`src/rtl/eccCapPkg.sv`:
```
package eccCapPkg;
  // Strobes from control to the capture datapath
  typedef struct packed {
    logic capture;  // latch address and syndrome this cycle
    logic clear;    // flags being cleared by software this cycle
  } capStrobe_t;
endpackage

```
`src/rtl/eccCapData.sv`:
```
module eccCapData
  import eccCapPkg::*;
#(
  parameter int ADDR_W = 32,
  parameter int SYN_W  = 8,
  parameter int TAG_W  = 19
) (
  input  logic              clk,
  input  logic              rstN,
  input  capStrobe_t        strobe,
  input  logic [ADDR_W-1:0] errAddr,
  input  logic [SYN_W-1:0]  errSyn,
  output logic [TAG_W-1:0]  tagQ,
  output logic [SYN_W-1:0]  synQ
);
  localparam int TAG_LSB = ADDR_W - TAG_W;

  wire unusedLowAddr = ^errAddr[TAG_LSB-1:0];

  always_ff @(posedge clk) begin
    if (!rstN) begin
      tagQ <= '0;
      synQ <= '0;
    end else if (strobe.capture) begin
      tagQ <= errAddr[ADDR_W-1:TAG_LSB];
      synQ <= errSyn;
    end
  end

  AST_CAPTURE_LATCH: assert property (@(posedge clk) disable iff (!rstN)
    strobe.capture |=> (tagQ == $past(errAddr[ADDR_W-1:TAG_LSB]) && synQ == $past(errSyn)));

  AST_HOLD_CAPTURE: assert property (@(posedge clk) disable iff (!rstN)
    (!strobe.capture || strobe.clear && !strobe.capture) |=> ($stable(tagQ) && $stable(synQ)));
endmodule

```
`src/rtl/eccCapCtl.sv`:
```
module eccCapCtl
  import eccCapPkg::*;
#(
  parameter int REG_W = 32
) (
  input  logic             clk,
  input  logic             rstN,
  input  logic             ceErr,
  input  logic             ueErr,
  input  logic             regWr,
  input  logic [REG_W/8-1:0] regBe,
  input  logic [3:0]       lane0Data,
  input  logic             topBit,
  output capStrobe_t       strobe,
  output logic             sbeQ,
  output logic             mbeQ,
  output logic             nmiEnQ,
  output logic             busErrEnQ,
  output logic             scrubOffQ
);
  logic wrLow, wrHigh, clearReq, armed, capture;

  assign wrLow    = regWr && regBe[0];
  assign wrHigh   = regWr && regBe[REG_W/8-1];
  assign clearReq = wrLow && (lane0Data[0] || lane0Data[1]);
  // clear resolves before capture in the same cycle
  assign armed    = clearReq || !(sbeQ || mbeQ);
  assign capture  = armed && (ceErr || ueErr);

  assign strobe.capture = capture;
  assign strobe.clear   = clearReq;

  always_ff @(posedge clk) begin
    if (!rstN) begin
      sbeQ      <= 1'b0;
      mbeQ      <= 1'b0;
      nmiEnQ    <= 1'b0;
      busErrEnQ <= 1'b0;
      scrubOffQ <= 1'b0;
    end else begin
      if (capture) begin
        mbeQ <= ueErr;
        sbeQ <= !ueErr;
      end else if (clearReq) begin
        mbeQ <= 1'b0;
        sbeQ <= 1'b0;
      end
      if (wrLow) begin
        nmiEnQ    <= lane0Data[2];
        busErrEnQ <= lane0Data[3];
      end
      if (wrHigh) scrubOffQ <= topBit;
    end
  end

  AST_ONE_FLAG: assert property (@(posedge clk) disable iff (!rstN)
    !(sbeQ && mbeQ));

  AST_MBE_PRIORITY: assert property (@(posedge clk) disable iff (!rstN)
    (armed && ueErr) |=> (mbeQ && !sbeQ));

  AST_STICKY_FLAGS: assert property (@(posedge clk) disable iff (!rstN)
    ((sbeQ || mbeQ) && !clearReq) |=> ($stable(sbeQ) && $stable(mbeQ)));

  AST_CLEAR_BOTH: assert property (@(posedge clk) disable iff (!rstN)
    (clearReq && !ceErr && !ueErr) |=> (!sbeQ && !mbeQ));

  AST_CLEAR_THEN_CAPTURE: assert property (@(posedge clk) disable iff (!rstN)
    (clearReq && ceErr && !ueErr) |=> (sbeQ && !mbeQ));
endmodule

```
`src/rtl/eccErrCapture.sv`:
```
module eccErrCapture
  import eccCapPkg::*;
#(
  parameter int ADDR_W = 32,
  parameter int SYN_W  = 8
) (
  input  logic              clk,
  input  logic              rstN,
  input  logic              ceErr,
  input  logic              ueErr,
  input  logic [ADDR_W-1:0] errAddr,
  input  logic [SYN_W-1:0]  errSyn,
  input  logic              regWr,
  input  logic [3:0]        regBe,
  input  logic [31:0]       regWdata,
  output logic [31:0]       regRdata,
  output logic              scrubReq,
  output logic              nmiReq,
  output logic              busErrReq
);
  localparam int REG_W = 32;
  localparam int CTL_W = 4;                       // flags and enables in lane 0
  localparam int TAG_W = REG_W - 1 - CTL_W - SYN_W;

  capStrobe_t         strobe;
  logic               sbeQ, mbeQ, nmiEnQ, busErrEnQ, scrubOffQ;
  logic [TAG_W-1:0]   tagQ;
  logic [SYN_W-1:0]   synQ;

  wire unusedRoData = ^regWdata[REG_W-2:CTL_W];

  eccCapCtl #(.REG_W(REG_W)) ctl (
    .clk       (clk),
    .rstN      (rstN),
    .ceErr     (ceErr),
    .ueErr     (ueErr),
    .regWr     (regWr),
    .regBe     (regBe),
    .lane0Data (regWdata[CTL_W-1:0]),
    .topBit    (regWdata[REG_W-1]),
    .strobe    (strobe),
    .sbeQ      (sbeQ),
    .mbeQ      (mbeQ),
    .nmiEnQ    (nmiEnQ),
    .busErrEnQ (busErrEnQ),
    .scrubOffQ (scrubOffQ)
  );

  eccCapData #(.ADDR_W(ADDR_W), .SYN_W(SYN_W), .TAG_W(TAG_W)) dp (
    .clk     (clk),
    .rstN    (rstN),
    .strobe  (strobe),
    .errAddr (errAddr),
    .errSyn  (errSyn),
    .tagQ    (tagQ),
    .synQ    (synQ)
  );

  assign regRdata  = {scrubOffQ, tagQ, synQ, busErrEnQ, nmiEnQ, mbeQ, sbeQ};
  assign scrubReq  = ceErr && !scrubOffQ;
  assign nmiReq    = sbeQ && nmiEnQ;
  assign busErrReq = mbeQ && busErrEnQ;

  AST_NMI_LEVEL: assert property (@(posedge clk) disable iff (!rstN)
    nmiReq |-> (regRdata[0] && regRdata[2]));

  AST_BUSERR_LEVEL: assert property (@(posedge clk) disable iff (!rstN)
    busErrReq |-> (regRdata[1] && regRdata[3]));

  AST_SCRUB_QUAL: assert property (@(posedge clk) disable iff (!rstN)
    scrubReq |-> (ceErr && !regRdata[31]));
endmodule

```
`config.mk`:
```
export PLATFORM = sky130hd
export DESIGN_NAME = eccErrCapture
export DESIGN_NICKNAME = d
export VERILOG_FILES = /design/src/rtl/eccCapPkg.sv /design/src/rtl/eccCapData.sv /design/src/rtl/eccCapCtl.sv /design/src/rtl/eccErrCapture.sv
export SDC_FILE = /design/constraint.sdc
export NUM_CORES = 1
export LEC_CHECK = 0
export BUFFER_PORTS_ARGS = -buffer_cell sky130_fd_sc_hd__clkbuf_2
export CAP_MARGIN = 0
export CORE_MARGIN = 2
export CORE_UTILIZATION = 40
export DETAILED_ROUTE_END_ITERATION = 10
export GPL_TIMING_DRIVEN = 0
export PLACE_DENSITY = 0.87
export RECOVER_POWER = 100
export SYNTH_ARGS = -nofsm -noshare
export SYNTH_HDL_FRONTEND = slang
export SYNTH_HIERARCHICAL = 1
export SYNTH_SLANG_ARGS = --single-unit
export TNS_END_PERCENT = 50
```
`constraint.sdc`:
```
create_clock -name clk -period 4.1 [get_ports clk]
set_clock_uncertainty 0.2 [all_clocks]
set_input_delay 0.41 -clock clk [delete_from_list [all_inputs] [get_ports clk]]
set_output_delay 0.41 -clock clk [all_outputs]
set_load 0.01 [all_outputs]
```
Word level (Yosys, flattened, before mapping)
Index checks and enable logic that the tools add are counted.
{"block": "op_classes", "n_mux": 3, "n_reduce_logical": 15}
{"cell": "logical AND 1 bit", "count": 7}
{"cell": "logical OR 1 bit", "count": 4}
{"cell": "logical NOT 1 bit", "count": 3}
{"cell": "two-way mux 1 bit", "count": 3}
{"cell": "nonzero test 2 bit", "count": 1}
{"block": "word_totals", "regBits": 32, "inputBits": 81, "output_inout_bits": 35, "wordCells": 25}

Logic depth before layout (Yosys ltp)
Gate-level depths: netlist of the first run.
{"block": "logic_depth", "word_depth": 5, "ltp_mapped": 8, "depth_no_buf": 5}

Hierarchy
The synthesis of the first run kept the hierarchy.
{"module": "eccCapData", "n_inst": 1, "cells_each": 86, "area_each_um2": 1038.5, "seq_area_each_um2": 540.5}
{"module": "eccCapCtl", "n_inst": 1, "cells_each": 29, "area_each_um2": 250.2, "seq_area_each_um2": 100.1}
{"module": "eccErrCapture", "n_inst": 1, "cells_each": 8, "area_each_um2": 63.8, "seq_area_each_um2": 0.0}

Least setup slack after synthesis of the first run
Ideal clock, no wire load.
{"block": "synth_timing", "path_kind": "input -> register", "startpoint": "in regWdata[1]", "endpoint": "reg dp.synQ[4]", "setup_time_ns": 0.116, "arrival_time_ns": 1.370, "t_required_ns": 3.784, "setup_slack_ns": 2.414, "stages": 8, "n_path_buf": 3, "cell_sequence": "o211ai_4 o21ai_1 o21a_1 buf_4 buf_6 buf_12 mux2i_1 nor2b_1"}
{"block": "synth_via", "elab_chain_len": 4}
{"item": "from (decl)", "line": "eccErrCapture.sv:15", "source": "input logic [31:0] regWdata,"}
{"item": "logical OR 1 bit", "line": "eccCapCtl.sv:25", "source": "assign clearReq = wrLow && (lane0Data[0] || lane0Data[1]);"}
{"item": "logical AND 1 bit", "line": "eccCapCtl.sv:25"}
{"item": "logical OR 1 bit", "line": "eccCapCtl.sv:27", "source": "assign armed = clearReq || !(sbeQ || mbeQ);"}
{"item": "logical AND 1 bit", "line": "eccCapCtl.sv:28", "source": "assign capture = armed && (ceErr || ueErr);"}
{"item": "net ctl.capture", "line": "eccCapCtl.sv:21", "source": "logic wrLow, wrHigh, clearReq, armed, capture;"}
{"item": "to (signal assigned)", "line": "eccCapData.sv:26", "source": "synQ <= errSyn;"}
{"item": "to (decl)", "line": "eccCapData.sv:14", "source": "output logic [SYN_W-1:0] synQ"}
The timed path passes the listed nets, and every way through them passes these cells.
A chain may end at the register's enable or synchronous reset.

Worst setup path in the final report of the first run
{"block": "layout_timing", "startpoint": "in regWr", "endpoint": "reg dp.tagQ[8]"}
{"block": "layout_via", "elab_chain_len": 4}
{"item": "from (decl)", "line": "eccErrCapture.sv:13", "source": "input logic regWr,"}
{"item": "logical AND 1 bit", "line": "eccCapCtl.sv:23", "source": "assign wrLow = regWr && regBe[0];"}
{"item": "logical AND 1 bit", "line": "eccCapCtl.sv:25"}
{"item": "logical OR 1 bit", "line": "eccCapCtl.sv:27"}
{"item": "logical AND 1 bit", "line": "eccCapCtl.sv:28"}
{"item": "net ctl.capture", "line": "eccCapCtl.sv:21"}
{"item": "to (signal assigned)", "line": "eccCapData.sv:25", "source": "tagQ <= errAddr[ADDR_W-1:TAG_LSB];"}
{"item": "to (decl)", "line": "eccCapData.sv:13", "source": "output logic [TAG_W-1:0] tagQ,"}
The timed path passes the listed nets, and every way through them passes these cells.

==> run metrics, run 1 <==
worst hold slack=132 ps; Data arrival, critical path=2520 ps; Placeable Area=~3300 µm²; Iter 0 DRT Violations=41; remaining global-route overflow=0; count of final setup violators=0; post-CTS resize count=0; Final Max Slew Viols=0; Post-CTS Hold Buffers=0; commonest non-fill, non-tap cell in the layout=clkbuf_2; clk sink count=32; post-synthesis area per instance=11.1 µm²; n_diodes=0; gp weighted congestion=0.746; Detailed Route WL=2.58 mm; wire per inst=~10 µm; # fillers=321; DRT antenna net count=0; Pwr Total=0.666 mW; Worst Slack Setup Final=between 1500 and 2000 ps; unrepaired setup endpoints after global routing=no; largest net degree at the start of global routing=16; min cycle time layout=between 2000 and 3000 ps; Pre-antenna DRT Iters=4; GR Util All Layers=13.8%; startpoint types=primary input; fraction of layout cells with a size suffix above 1=26.7%; root buffer cell=clkbuf_4; Port Buf Inserts=73; H-tree Lvls=2; boundary pin count=116; TNS Setup=0 ps; status=completed; final core occ=52.6%; Die Width=61.9 µm; Leak Pwr=0.794 nW; Rel. slew slack=54.0%; Skew-Pair Late Insertion Delay=320 ps; CTS tree=built; hpwl dp=a little over 2 mm; CTS buffer count=5; maximum VDD drop=0.157 mV; clock tree buffer depth=2; fmax=399 MHz; Placement Setup Slack=2210 ps; min-delay worst type=in -> reg; DRC viols=0; final hold vios=0; Tightest Pin Transition=689 ps; Die H=61.9 µm; cells after synthesis=around 120; WP data required=4110 ps; Crit Path Category=in -> reg; Syn Nets=~200; Clock transition at path regs=90 ps; area delta synth->final=28.7%; Final nets=282; commonest cells after routing, fill and taps aside=clkbuf_2 (41), clkbuf_1 (39), dfxtp_1 (32); routed vias/inst=4.35; Yosys warning count=6; CP endpoint kind=flop; setup bufs post-CTS=0; Die Area=between 3000 and 4000 µm²; Tcrit/Tclk final=61.1%; first-pass GRT wire length=3.84 mm; Pwr Density=386 nW/µm²; via count=1079; max_cap viols=0; Rows=21; number of global-route vias before repair=967; Initial Util=40.8%; initial antenna violation count=0; crit-path max FO=10; Mapped Area=1340 µm²
## path summary, 6_finish.rpt
| check | from | to | slack [ps] | cells past startpoint |
|---|---|---|---|---|
| max | regWr | dp/tagQ[8] | 1600 | 9 |
| min reg2reg | ctl/busErrEnQ | ctl/busErrEnQ | 290 | 2 |
| min | regWdata[31] | ctl/scrubOffQ | 130 | 3 |
| max reg2reg | ctl/mbeQ | dp/tagQ[8] | 1660 | 7 |
## worst max-delay path, cell delays in order
cell and delay [ps]:
clkbuf_1 190, o211ai_1 190, o21ai_0 110, o21a_1 140, clkbuf_4 110, clkbuf_1 440, clkbuf_1 590, mux2i_1 250
nor2b_1 70
## per-layer routing
layer	wire (µm)	vias up	part of all wire (%)	GRT usage [%]
li1	-	560	-	-
met1	1150	479	45	15.5
met2	1270	36	49	23.3
met3	108	4	4.2	4.97
met4	44	0	1.7	6.38
met5	0	-	0	0
## registers in the layout (all words and copies together) (netlist names)
signal	cells
ctl/mbeQ	1
dp/synQ	8
ctl/busErrEnQ	1
ctl/sbeQ	1
ctl/scrubOffQ	1
ctl/nmiEnQ	1
dp/tagQ	19
## power breakdown
group / switching [mW] / internal, mW / total, mW / leakage [nW]
Combinational: 0.0676 / 0.0686 / 0.136 / 0.497
Clock: 0.0944 / 0.0845 / 0.179 / 0.0326
Sequential: 0.0139 / 0.337 / 0.351 / 0.264
Total: 0.176 / 0.490 / 0.666 / 0.794
## cell type report
type	count	area, µm²	share of cell area (%)
Timing Repair Buffer	73	325	18.8
Clock buffer	8	58.8	3.41
Buffer	11	63.8	3.70
Multi-Input combinational cell	78	581	33.6
Sequential cell	32	641	37.1
Tap cell	46	57.6	3.33
## metrics by stage
stage	instances	instance area, µm²
2_1_floorplan	121	1340
3_3_place_gp	240	1760
3_5_place_dp	240	1760
4_1_cts	248	1820
5_1_grt	248	1730
6_report	248	1730
(Power assumes the default switching activity.)
==> run 2, diff against run 1 <==
- CORE_UTILIZATION: 40 -> 37
- PLACE_DENSITY: 0.87 -> 0.81
- clock period: 4.1 -> 2.55 ns (I/O delays scaled with it)
==> run metrics, run 2 (synthesis results as in run 1) <==
remaining global-route overflow=0 (unchanged); CP endpoint kind=flop; most frequent CP cell=clkbuf_1; Leak Pwr=0.936 nW (+18%); commonest cells after routing, fill and taps aside=clkbuf_2 (40), clkbuf_1 (36), dfxtp_1 (32); # fillers=314 (-2.2%); CP top delay family=buffers and inverters; final hold vios=0 (unchanged); Final nets=310 (+9.9%); unrepaired setup endpoints after global routing=no; Iter 0 DRT Violations=23 (-44%); boundary pin count=116 (unchanged); post-CTS resize count=0 (unchanged); TNS Setup=0 ps (unchanged); Rows=21 (unchanged); Final Max Slew Viols=0 (unchanged); Critical path origin=ueErr; H-tree Lvls=2 (unchanged); GR Util All Layers=16.2% (+2.4 points); root buffer cell=clkbuf_4; first-pass GRT wire length=5.15 mm (+34%); Clock transition at path regs=90 ps (about the same); Skew-Pair Late Insertion Delay=320 ps (about the same); status=completed; CTS tree=built; area occupied by multi-input gates=597 µm² (+2.8%); hpwl dp=2.19 mm (+8.1%); Register Area=641 µm² (unchanged); Crit Path Category=in -> reg; min-delay worst type=in -> reg; Pwr Total=1.15 mW (+73%); gp weighted congestion=0.718 (-3.7%); Worst R2R Start=ctl/mbeQ; Pwr Density=560 nW/µm² (+45%); WP data required=2560 ps (-1550 ps); count of final setup violators=0 (unchanged); Largest register FFs=19 (unchanged); WP buf/inv=5 (+1); Die Width=64.2 µm (+3.7%); fraction of layout cells with a size suffix above 1=25.3% (-1.4 points); biggest regs=dp/tagQ (19), dp/synQ (8); Tcrit/Tclk final=88.8%; largest net degree at the start of global routing=16 (unchanged); Worst Hold Launch=errAddr[23]; Die H=64.2 µm (+3.7%); Pre-antenna DRT Iters=4 (unchanged); Initial Util=39.3% (-1.6 points); routed vias/inst=4.46 (+2.5%); startpoint types=primary input; DRC viols=0 (unchanged); maximum VDD drop=0.301 mV (+91%); DRT antenna net count=0 (unchanged); Largest Register=dp/tagQ; clock tree buffer depth=2 (unchanged); CTS buffer count=5 (unchanged); CP max stage delay=570 ps (-20 ps); Post-CTS Hold Buffers=25 (+25); commonest non-fill, non-tap cell in the layout=clkbuf_2; setup bufs post-CTS=0 (unchanged); Critical Path, Cell by Cell=dlygate4sd3_1 -> clkbuf_1 -> o21a_1 -> clkbuf_4 -> clkbuf_1 -> buf_12 -> mux2i_1 -> nor2b_1; via count=1226 (+14%); n_diodes=0 (unchanged); Placeable Area=3420 µm² (+4.0%); clk sink count=32 (unchanged); number of global-route vias before repair=1227 (+27%); Data arrival, critical path=2270 ps (-250 ps); max_cap viols=0 (unchanged); Slowest cell on crit path=clkbuf_1; crit-path max FO=10 (unchanged); Die Area=4120 µm² (+7.6%); min cycle time layout=2260 ps; wire per inst=12.1 µm (+16%); Port Buf Inserts=73 (unchanged); Detailed Route WL=3.33 mm (+29%); Tightest Pin Transition=769 ps (+79.2 ps); initial antenna violation count=0 (unchanged); area delta synth->final=53.6%; Rel. slew slack=48.8% (-5.3 points); fmax=approximately 440 MHz
[run 2: metrics by stage]
step | utilization, % | area [µm²] | hold WS, ps | setup slack, ps | std cells
2_1_floorplan | - | 1340 | 173 | 1030 | 121
3_3_place_gp | 51.6 | 1760 | 259 | 835 | 240
3_5_place_dp | 51.6 | 1760 | 261 | 775 | 240
4_1_cts | 60.9 | 2080 | 0.521 | 499 | 272
5_1_grt | 60.3 | 2060 | 5.95 | 212 | 275
6_report | 60.3 | 2060 | 12.8 | 285 | 275
[run 2: cell type report]
type	count	area share (%)
Buffer	11	4.68
Clock buffer	7	3.16
Multi-Input combinational cell	78	29.0
Sequential cell	32	31.1
Tap cell	46	2.79
Timing Repair Buffer	101	29.3
[run 2: worst register-to-register path, delay by kind of cell (launching register included)]
family,cells,cell delay [ps]
buffers and inverters,3,920
DFF,1,360
AOI/OAI and AO/OA,2,280
muxes,1,230
and+or+nand+nor,1,80
[run 2: final timing paths]
kind / endpoint / slack (ps) / cells past startpoint
max reg2reg: dp/tagQ[2] / 370 / 7
max: dp/tagQ[2] / 290 / 8
min reg2reg: ctl/busErrEnQ / 290 / 2
min: dp/tagQ[10] / 10 / 3
[run 2: metal layers]
metal | routed length (µm) | vias up | track usage [%]
met5 | 0 | - | 0
met4 | 82 | 0 | 8.24
met2 | 1780 | 39 | 29.8
met1 | 1290 | 562 | 16.0
met3 | 166 | 10 | 5.63
li1 | - | 615 | -
[run 2: power breakdown]
| part | total [mW] | leakage [nW] | internal (mW) | switching, mW |
|---|---|---|---|---|
| combinational | 0.277 | 0.634 | 0.153 | 0.125 |
| clock | 0.312 | 0.0374 | 0.156 | 0.156 |
| sequential | 0.565 | 0.264 | 0.542 | 0.0237 |
